[src/rtl/nvs_seq_pkg.sv]
package nvs_seq_pkg;

    typedef enum logic [2:0] {
        S_OFF       = 3'd0,
        S_PU_RECALL = 3'd1,
        S_IDLE      = 3'd2,
        S_GRACE     = 3'd3,
        S_STORE     = 3'd4,
        S_SW_RECALL = 3'd5
    } nvs_state_e;

    function automatic int nvs_max4(input int a, input int b, input int c, input int d);
        int m;
        m = a;
        if (b > m) m = b;
        if (c > m) m = c;
        if (d > m) m = d;
        return m;
    endfunction

endpackage

[src/rtl/nvs_trig_cond.sv]
// Conditions the hardware request into a falling-edge event and holds the
// automatic-store enable that the software pulses toggle.
module nvs_trig_cond (
    input  logic clk,
    input  logic rst_n,
    input  logic hw_req_n,
    input  logic auto_off,
    input  logic auto_on,
    output logic hw_fall,
    output logic auto_en
);

    logic hw_req_q;

    always_ff @(posedge clk or negedge rst_n) begin
        if (!rst_n) begin
            hw_req_q <= 1'b1;
            auto_en  <= 1'b1;
        end else begin
            hw_req_q <= hw_req_n;
            if (auto_off)
                auto_en <= 1'b0;
            else if (auto_on)
                auto_en <= 1'b1;
        end
    end

    assign hw_fall = hw_req_q && !hw_req_n;

endmodule

[src/rtl/nvs_access_gate.sv]
// Gates SRAM enables and keeps the dirty flag.
module nvs_access_gate (
    input  logic clk,
    input  logic rst_n,
    input  logic access_ok,
    input  logic hw_req_n,
    input  logic rd_req,
    input  logic wr_req,
    input  logic clr_dirty,
    output logic rd_en,
    output logic wr_en,
    output logic dirty_now
);

    logic wr_cont;   // a write was enabled last cycle
    logic dirty_q;

    always_ff @(posedge clk or negedge rst_n) begin
        if (!rst_n) begin
            wr_cont <= 1'b0;
            dirty_q <= 1'b0;
        end else begin
            wr_cont <= wr_en;
            if (clr_dirty)
                dirty_q <= 1'b0;
            else if (wr_en)
                dirty_q <= 1'b1;
        end
    end

    always_comb begin
        rd_en = rd_req && access_ok;
        // once the request is low only a continuing write may proceed
        wr_en = wr_req && access_ok && (hw_req_n || wr_cont);
    end

    // include a write landing in the very cycle a decision is taken
    assign dirty_now = dirty_q || wr_en;

endmodule

[src/rtl/nvs_dur_timer.sv]
// Counts cycles spent in a timed state; flags the final cycle.
module nvs_dur_timer #(
    parameter int CW = 8
) (
    input  logic          clk,
    input  logic          rst_n,
    input  logic          run,
    input  logic          restart,
    input  logic [CW-1:0] last,
    output logic          expired
);

    logic [CW-1:0] cnt;

    always_ff @(posedge clk or negedge rst_n) begin
        if (!rst_n)
            cnt <= '0;
        else if (restart || !run)
            cnt <= '0;
        else
            cnt <= cnt + 1'b1;
    end

    assign expired = run && (cnt == last);

endmodule

[src/rtl/nvs_seq_ctrl.sv]
module nvs_seq_ctrl #(
    parameter int STORE_CYC     = 2500000,
    parameter int PU_RECALL_CYC = 4000000,
    parameter int SW_RECALL_CYC = 10000,
    parameter int GRACE_CYC     = 14000
) (
    input  logic clk,
    input  logic rst_n,
    input  logic pwr_ok,
    input  logic hw_req_n,
    output logic hsb_pull_low,
    input  logic sw_store,
    input  logic sw_recall,
    input  logic auto_off,
    input  logic auto_on,
    input  logic rd_req,
    input  logic wr_req,
    output logic rd_en,
    output logic wr_en,
    output logic array_store,
    output logic array_recall,
    output logic store_done,
    output logic recall_done
);
    import nvs_seq_pkg::*;

    localparam int MAXC = nvs_max4(STORE_CYC, PU_RECALL_CYC, SW_RECALL_CYC, GRACE_CYC);
    localparam int CW   = $clog2(MAXC + 1);
    localparam logic [CW-1:0] LAST_STORE = CW'(STORE_CYC - 1);
    localparam logic [CW-1:0] LAST_PU    = CW'(PU_RECALL_CYC - 1);
    localparam logic [CW-1:0] LAST_SW    = CW'(SW_RECALL_CYC - 1);
    localparam logic [CW-1:0] LAST_GRACE = CW'(GRACE_CYC - 1);

    nvs_state_e    state_q, state_d;
    logic          hw_fall, auto_en, dirty_now, expired;
    logic          access_ok, timed, clr_dirty;
    logic [CW-1:0] last_sel;

    nvs_trig_cond u_trig (
        .clk      (clk),
        .rst_n    (rst_n),
        .hw_req_n (hw_req_n),
        .auto_off (auto_off),
        .auto_on  (auto_on),
        .hw_fall  (hw_fall),
        .auto_en  (auto_en)
    );

    nvs_access_gate u_gate (
        .clk       (clk),
        .rst_n     (rst_n),
        .access_ok (access_ok),
        .hw_req_n  (hw_req_n),
        .rd_req    (rd_req),
        .wr_req    (wr_req),
        .clr_dirty (clr_dirty),
        .rd_en     (rd_en),
        .wr_en     (wr_en),
        .dirty_now (dirty_now)
    );

    nvs_dur_timer #(.CW(CW)) u_timer (
        .clk     (clk),
        .rst_n   (rst_n),
        .run     (timed),
        .restart (state_d != state_q),
        .last    (last_sel),
        .expired (expired)
    );

    // state register
    always_ff @(posedge clk or negedge rst_n) begin
        if (!rst_n)
            state_q <= S_OFF;
        else
            state_q <= state_d;
    end

    // next-state logic
    always_comb begin
        state_d = state_q;
        unique case (state_q)
            S_OFF: begin
                if (pwr_ok) state_d = S_PU_RECALL;
            end
            S_PU_RECALL, S_STORE, S_SW_RECALL: begin
                if (expired) state_d = pwr_ok ? S_IDLE : S_OFF;
            end
            S_IDLE: begin
                if (!pwr_ok)
                    state_d = (dirty_now && auto_en) ? S_STORE : S_OFF;
                else if (hw_fall)
                    state_d = S_GRACE;
                else if (sw_store)
                    state_d = S_STORE;
                else if (sw_recall)
                    state_d = S_SW_RECALL;
            end
            S_GRACE: begin
                if (!pwr_ok)
                    state_d = (dirty_now && auto_en) ? S_STORE : S_OFF;
                else if (expired)
                    state_d = dirty_now ? S_STORE : S_IDLE;
            end
            default: state_d = S_OFF;
        endcase
    end

    // outputs
    always_comb begin
        access_ok    = 1'b0;
        timed        = 1'b0;
        last_sel     = LAST_STORE;
        hsb_pull_low = 1'b0;
        array_store  = 1'b0;
        array_recall = 1'b0;
        store_done   = 1'b0;
        recall_done  = 1'b0;
        unique case (state_q)
            S_OFF: ;
            S_PU_RECALL: begin
                timed        = 1'b1;
                last_sel     = LAST_PU;
                array_recall = 1'b1;
                recall_done  = expired;
            end
            S_IDLE: begin
                access_ok = pwr_ok;
            end
            S_GRACE: begin
                access_ok = pwr_ok;
                timed     = 1'b1;
                last_sel  = LAST_GRACE;
            end
            S_STORE: begin
                timed        = 1'b1;
                last_sel     = LAST_STORE;
                hsb_pull_low = 1'b1;
                array_store  = 1'b1;
                store_done   = expired;
            end
            S_SW_RECALL: begin
                timed        = 1'b1;
                last_sel     = LAST_SW;
                array_recall = 1'b1;
                recall_done  = expired;
            end
            default: ;
        endcase
        clr_dirty = store_done || recall_done;
    end

endmodule

[config.mk]
export PLATFORM = sky130hd
export DESIGN_NAME = nvs_seq_ctrl
export DESIGN_NICKNAME = d
export VERILOG_FILES = /design/src/rtl/nvs_seq_pkg.sv /design/src/rtl/nvs_trig_cond.sv /design/src/rtl/nvs_access_gate.sv /design/src/rtl/nvs_dur_timer.sv /design/src/rtl/nvs_seq_ctrl.sv
export SDC_FILE = /design/constraint.sdc
export NUM_CORES = 1
export LEC_CHECK = 0
export BUFFER_PORTS_ARGS = -buffer_cell sky130_fd_sc_hd__buf_2
export CAP_MARGIN = 25
export CORE_MARGIN = 4
export CORE_UTILIZATION = 45
export DETAILED_ROUTE_END_ITERATION = 10
export GPL_TIMING_DRIVEN = 1
export PLACE_DENSITY_LB_ADDON = 0.05
export REMOVE_ABC_BUFFERS = 1
export SLEW_MARGIN = 15
export SYNTH_ARGS = -nofsm -noshare
export SYNTH_HDL_FRONTEND = slang
export SYNTH_HIERARCHICAL = 1
export SYNTH_SLANG_ARGS = --single-unit
[constraint.sdc]
create_clock -name clk -period 3.1 [get_ports clk]
set_input_delay 0.62 -clock clk [delete_from_list [all_inputs] [get_ports clk]]
set_output_delay 0.62 -clock clk [all_outputs]
set_load 0.05 [all_outputs]
---- Word-level counts from Yosys, hierarchy flattened ----
Cells that the tools add are included.
storage, ports and cells
  register bits ........................... 29
  input port bits ......................... 10
  output and inout bits ................... 7
cells by class
  add/sub/neg operators ................... 1
  equality and inequality tests ........... 7
  mux-type cells .......................... 24
  reduce and logical (&&, ||, !) cells .... 19
operators with widths
  cell                     count
  $pmux W22 S3             1
  $mux W3                  10
  $add A22 B1 Y22 const B  1
  $eq A22 B22 Y1           1
  $mux W22                 1
  $pmux W3 S4              1
  $mux W1                  10
  $eq A3 B2 Y1 const B     2
  $eq A3 B3 Y1 const B     2
  $logic_and A1 B1 Y1      6
  $logic_or A1 B1 Y1       4
  $reduce_bool A2 Y1       2
  $reduce_or A2 Y1         2
  $reduce_or A4 Y1         1
  $eq A3 B1 Y1 const B     1
  $logic_not A3 Y1         1
  $ne A3 B3 Y1             1
  $reduce_or A3 Y1         1
  $logic_not A1 Y1         2
  $mux W2                  1

---- Longest topological paths before layout ----
  depth after elaboration ................. 13
  gate-level depth with buffers ........... 16
  mapped depth without buffers ............ 14

---- Hierarchy ----
Netlist, hierarchy kept.
modules (own cells, without submodules)
  module           times used  cells each  area an instance (um2)
  nvs_dur_timer    1           145         1358.8
  nvs_seq_ctrl     1           46          329.1
  nvs_access_gate  1           8           88.8
  nvs_trig_cond    1           4           68.8

---- Worst setup path after synthesis ----
No wires, ideal clock.
  kind .................................... register -> output
  start point ............................. register state_q[1]
  end point ............................... output recall_done
  arrival ................................. 2.370 ns
  path slack .............................. 0.110 ns
  stages on the path, launching flop included .. 9
  path buffers ............................ 1
  cell sequence ........................... dfrtp_1 -> buf_2 -> and2b_1 -> nand2_1 -> xor2_1 -> nor4_1 -> nand4_1 -> nor3_1 -> and2_1
on the way
  longest elaborated chain between the ends .. 5
  elaborated cells on any way between the ends .. 11
ends and longest elaborated chain
  element                               RTL line             text
  start: declaration                    nvs_seq_ctrl.sv:34   nvs_state_e state_q, state_d;
  start signal: assignment              nvs_seq_ctrl.sv:76   state_q <= state_d;
  $eq A3 B3 Y1 (tied with other cells)  nvs_seq_ctrl.sv:119  unique case (state_q)
  $pmux W22 S3 (*)                      nvs_seq_ctrl.sv:119
  named net last_sel[7]                 nvs_seq_ctrl.sv:37   logic [CW-1:0] last_sel;
  $eq A22 B22 Y1 (*)                    nvs_dur_timer.sv:24  assign expired = run && (cnt == last);
  $logic_and A1 B1 Y1 (*)               nvs_dur_timer.sv:24
  named net expired                     nvs_seq_ctrl.sv:35   logic hw_fall, auto_en, dirty_now, expired;
  $mux W1 (*)                           nvs_seq_ctrl.sv:119
  end: declaration                      nvs_seq_ctrl.sv:23   output logic recall_done
The timed path passes the listed nets; every way through them passes the cells marked *.

---- Final worst setup path ----
  start point ............................. register state_q[2]
  end point ............................... output store_done
on the way
  longest elaborated chain between the ends .. 5
  elaborated cells on any way between the ends .. 10
ends and longest elaborated chain
  element                               RTL line             text
  $eq A3 B3 Y1 (tied with other cells)  nvs_seq_ctrl.sv:119
  $pmux W22 S3 (*)                      nvs_seq_ctrl.sv:119
  named net last_sel[5]                 nvs_seq_ctrl.sv:37
  $eq A22 B22 Y1 (*)                    nvs_dur_timer.sv:24
  $logic_and A1 B1 Y1 (*)               nvs_dur_timer.sv:24
  named net expired                     nvs_seq_ctrl.sv:35
  $mux W1 (*)                           nvs_seq_ctrl.sv:119
  end: declaration                      nvs_seq_ctrl.sv:22   output logic store_done,
Marks and branches as above.

==> results by group <==
Run status
  – Status: complete, no violations

Floorplan
  – Core box area: between 0.003 and 0.004 sq mm
  – Die area: 0.00519 sq mm
  – I/O pin count: 17
  – FP Rows: 23
  – DIE HEIGHT: 72.0 microns
  – Initial Util: 46.5%
  – Die width: approximately 72 microns

STA
  – Pins Over Slew Limit: 0
  – Max_slew headroom: ~56%
  – Worst Skew: 4.40 ps
  – Final critical-path required period: about 3000 ps
  – RSZ-0062 raised after global routing: false
  – FMAX: 0.334 GHz
  – Worst-margin pin slew: ~660 ps
  – Hold Violations, Final: 0
  – Hold slack: 367 ps
  – Final Setup Violations: 0
  – Fin crit share: 96.5%

Placed design
  – Post-DP HPWL: around 3.1 mm
  – Placer Congestion: 0.841
  – # port buffers: 16

Critical path
  – Setup crit end kind: output port
  – Worst-path maximum fanout: 8
  – CP peak stage delay: 460 ps
  – Worst path required time: roughly 2500 ps
  – Worst EP arrival: roughly 2400 ps
  – Delay-heaviest family, CP: simple AND/OR/NAND/NOR gates
  – Crit path launch type: register
  – Buffers & Inverters on Critical Path: 3
  – Critical-path cell list: nor2b_2, nand2b_1, inv_2, xor2_1, nor4_1, nand4_1, nor3_1, buf_4, and2_1, buf_6
  – Slowest cell on crit path: dfrtp_2
  – Crit path kind: register to output port

Synth
  – Cells after synthesis: about 200
  – Post-Syn Area: 0.00185 sq mm
  – Register area share after synthesis: 39.5%
  – Synth area leader: dfrtp_1
  – Area contributors post-synth: dfrtp_1, xor2_1, xnor2_1
  – Ys Warns: 6
  – Post-synth cell types: 45
  – Post-synth EDFFs: 0
  – Top FF cell, synth: dfrtp_1
  – Ys async rst share: 100%
  – Synth Area per Inst: 9.09 sq um
  – Register bit total from synthesis: 29
  – Post-synth top area share: a little over a third

Flow run
  – Maxcap violations: 0

Clock network
  – Clock tree buffer depth: 2
  – Clock tree sinks: 29
  – CTS clk-pin slew, worst paths: 70 ps
  – Clock root buffer: clkbuf_8
  – Hold-fix buffers, CTS: 0
  – Worst skew pair latency: 280 ps
  – CTS tree: done
  – Total CTS buffers: 5
  – H-tree depth: 2

GRT
  – Initial antenna violation count: 0
  – GRT Util Overall: 17.6%
  – Pin count of the biggest net entering global routing: 30
  – First-pass GRT wire length: 7.09 mm
  – Vias in the first global route: 1,461
  – Gr ovfl total: 0

Drt
  – DRT iter0 DRCs: 60
  – WL/cell: 14.8 microns
  – 1st-pass router iterations: 5
  – Via count: 1,497
  – Post-DRT Antenna Nets: 0
  – Remaining DRCs: 0
  – Vias per Instance: 5.37
  – Final wirelength: roughly 4.1 mm

Power and ir drop
  – PD cells: approximately 360 mW/mm^2
  – Worst VDD drop: around 0.29 mV
  – Leak: 1.00 nW

Finish
  – # diodes: 0
  – Share of layout cells above drive strength 1: around a fifth
  – Layout Utilization: between 50% and 60%
  – Most frequent cells in the layout: dfrtp_1, xor2_1, nor2_1, buf_2, nand2_1
  – Commonest non-fill, non-tap cell in the layout: dfrtp_1
  – Area grow syn2layout: 16.5%
  – # nets final: ~240

Hold path
  – Worst Hold Class: input pin to asynchronous set/reset pin
==> stage by stage <==
stage                     setup slack [ps]  area (sq um)  power [mW]  setup TNS (ps)  std cells
after floorplan                      -26.1          1810       0.414           -26.1        198
after global placement                 271          2000       0.435               0        269
after detailed placement               208          2000       0.436               0        269
after CTS                             31.9          2110       0.785               0        277
after global routing                 0.522          2150       0.807               0        279
final                                  107          2150       0.776               0        279
==> registers in the layout, indices dropped and copies added (netlist names) <==
| signal | count |
|---|---|
| u_timer/cnt | 22 |
| state_q | 3 |
| u_gate/dirty_q | 1 |
| u_gate/wr_cont | 1 |
| u_trig/auto_en | 1 |
| u_trig/hw_req_q | 1 |
==> kinds of logic after synthesis <==
| kind of cell | share of synthesized area [%] |
|---|---|
| and+or+nand+nor | 26.5 |
| xor gates and xnor gates | 15.7 |
| AOI/OAI and AO/OA | 12.6 |
| DFF | 39.5 |
| buffers and inverters | 4.68 |
| other | 0.407 |
| adders and majority gates | 0.678 |
==> report_power, final <==
part           switching, mW  internal, mW
clock network          0.145         0.200
logic                 0.0312        0.0162
registers            0.00102         0.382
total                  0.177         0.598
==> worst register-to-register path, stage by stage, from the launching register on <==
cell      delay [ps]
dfrtp_2          460
nor2b_2          150
nand2b_1         140
inv_2            150
xor2_1            90
nor4_1           330
nand4_1          140
nor3_1           160
buf_4            170
o21ai_1           80
inv_1             60
a211o_1          110
nand2b_1         350
buf_12           190
a21oi_1           40
==> worst paths after layout <==
kind	from	end	slack, ps	cells past startpoint
max	state_q[2]	store_done	110	10
min	rst_n	u_gate/wr_cont	370	1
max reg2reg	state_q[2]	u_timer/cnt[13]	350	14
min reg2reg	u_gate/dirty_q	u_gate/dirty_q	520	2
max in group asynchronous	rst_n	state_q[2]	2270	1
min in group clk	hw_req_n	u_trig/hw_req_q	460	1
==> per-layer routing <==
layer / track usage, % / up-vias / share of wire, % / routed length, microns
met1: 23.6 / 725 / 49 / 2040
met3: 4.43 / 4 / 3.3 / 135
li1: - / 750 / - / -
met4: 6.26 / 0 / 1.4 / 56
met5: 0 / - / 0 / 0
met2: 27.8 / 18 / 46 / 1900
==> cells in the mapped netlist, drive strengths merged (3+ instances only) <==
master / n
or4: 6
nand3: 12
and2: 7
xnor2: 12
nor4: 3
xor2: 21
buf: 4
nand2b: 6
nor2b: 4
nor3: 3
nor2: 19
clkbuf: 5
dfrtp: 27
nand4: 8
nand2: 13
a21oi: 9
inv: 10
and4: 4
o31ai: 7
==> final cells by class <==
| type | instances | area [sq um] |
|---|---|---|
| multi-input combinational | 159 | 1060 |
| timing repair buffer | 23 | 158 |
| tap | 50 | 62.6 |
| clock buffer | 7 | 96.3 |
| fill | 381 | 1820 |
| sequential | 29 | 729 |
| clock inverter | 1 | 5.00 |
| inverter | 10 | 37.5 |
==> what timing repair did <==
action                                  CTS  global route
pin swaps                                 0             1
resized for setup                         4             6
buffers inserted                          0             2
gates cloned                              0             0
endpoints found under the setup margin    2             2
Power figures use the tool's default switching activity.
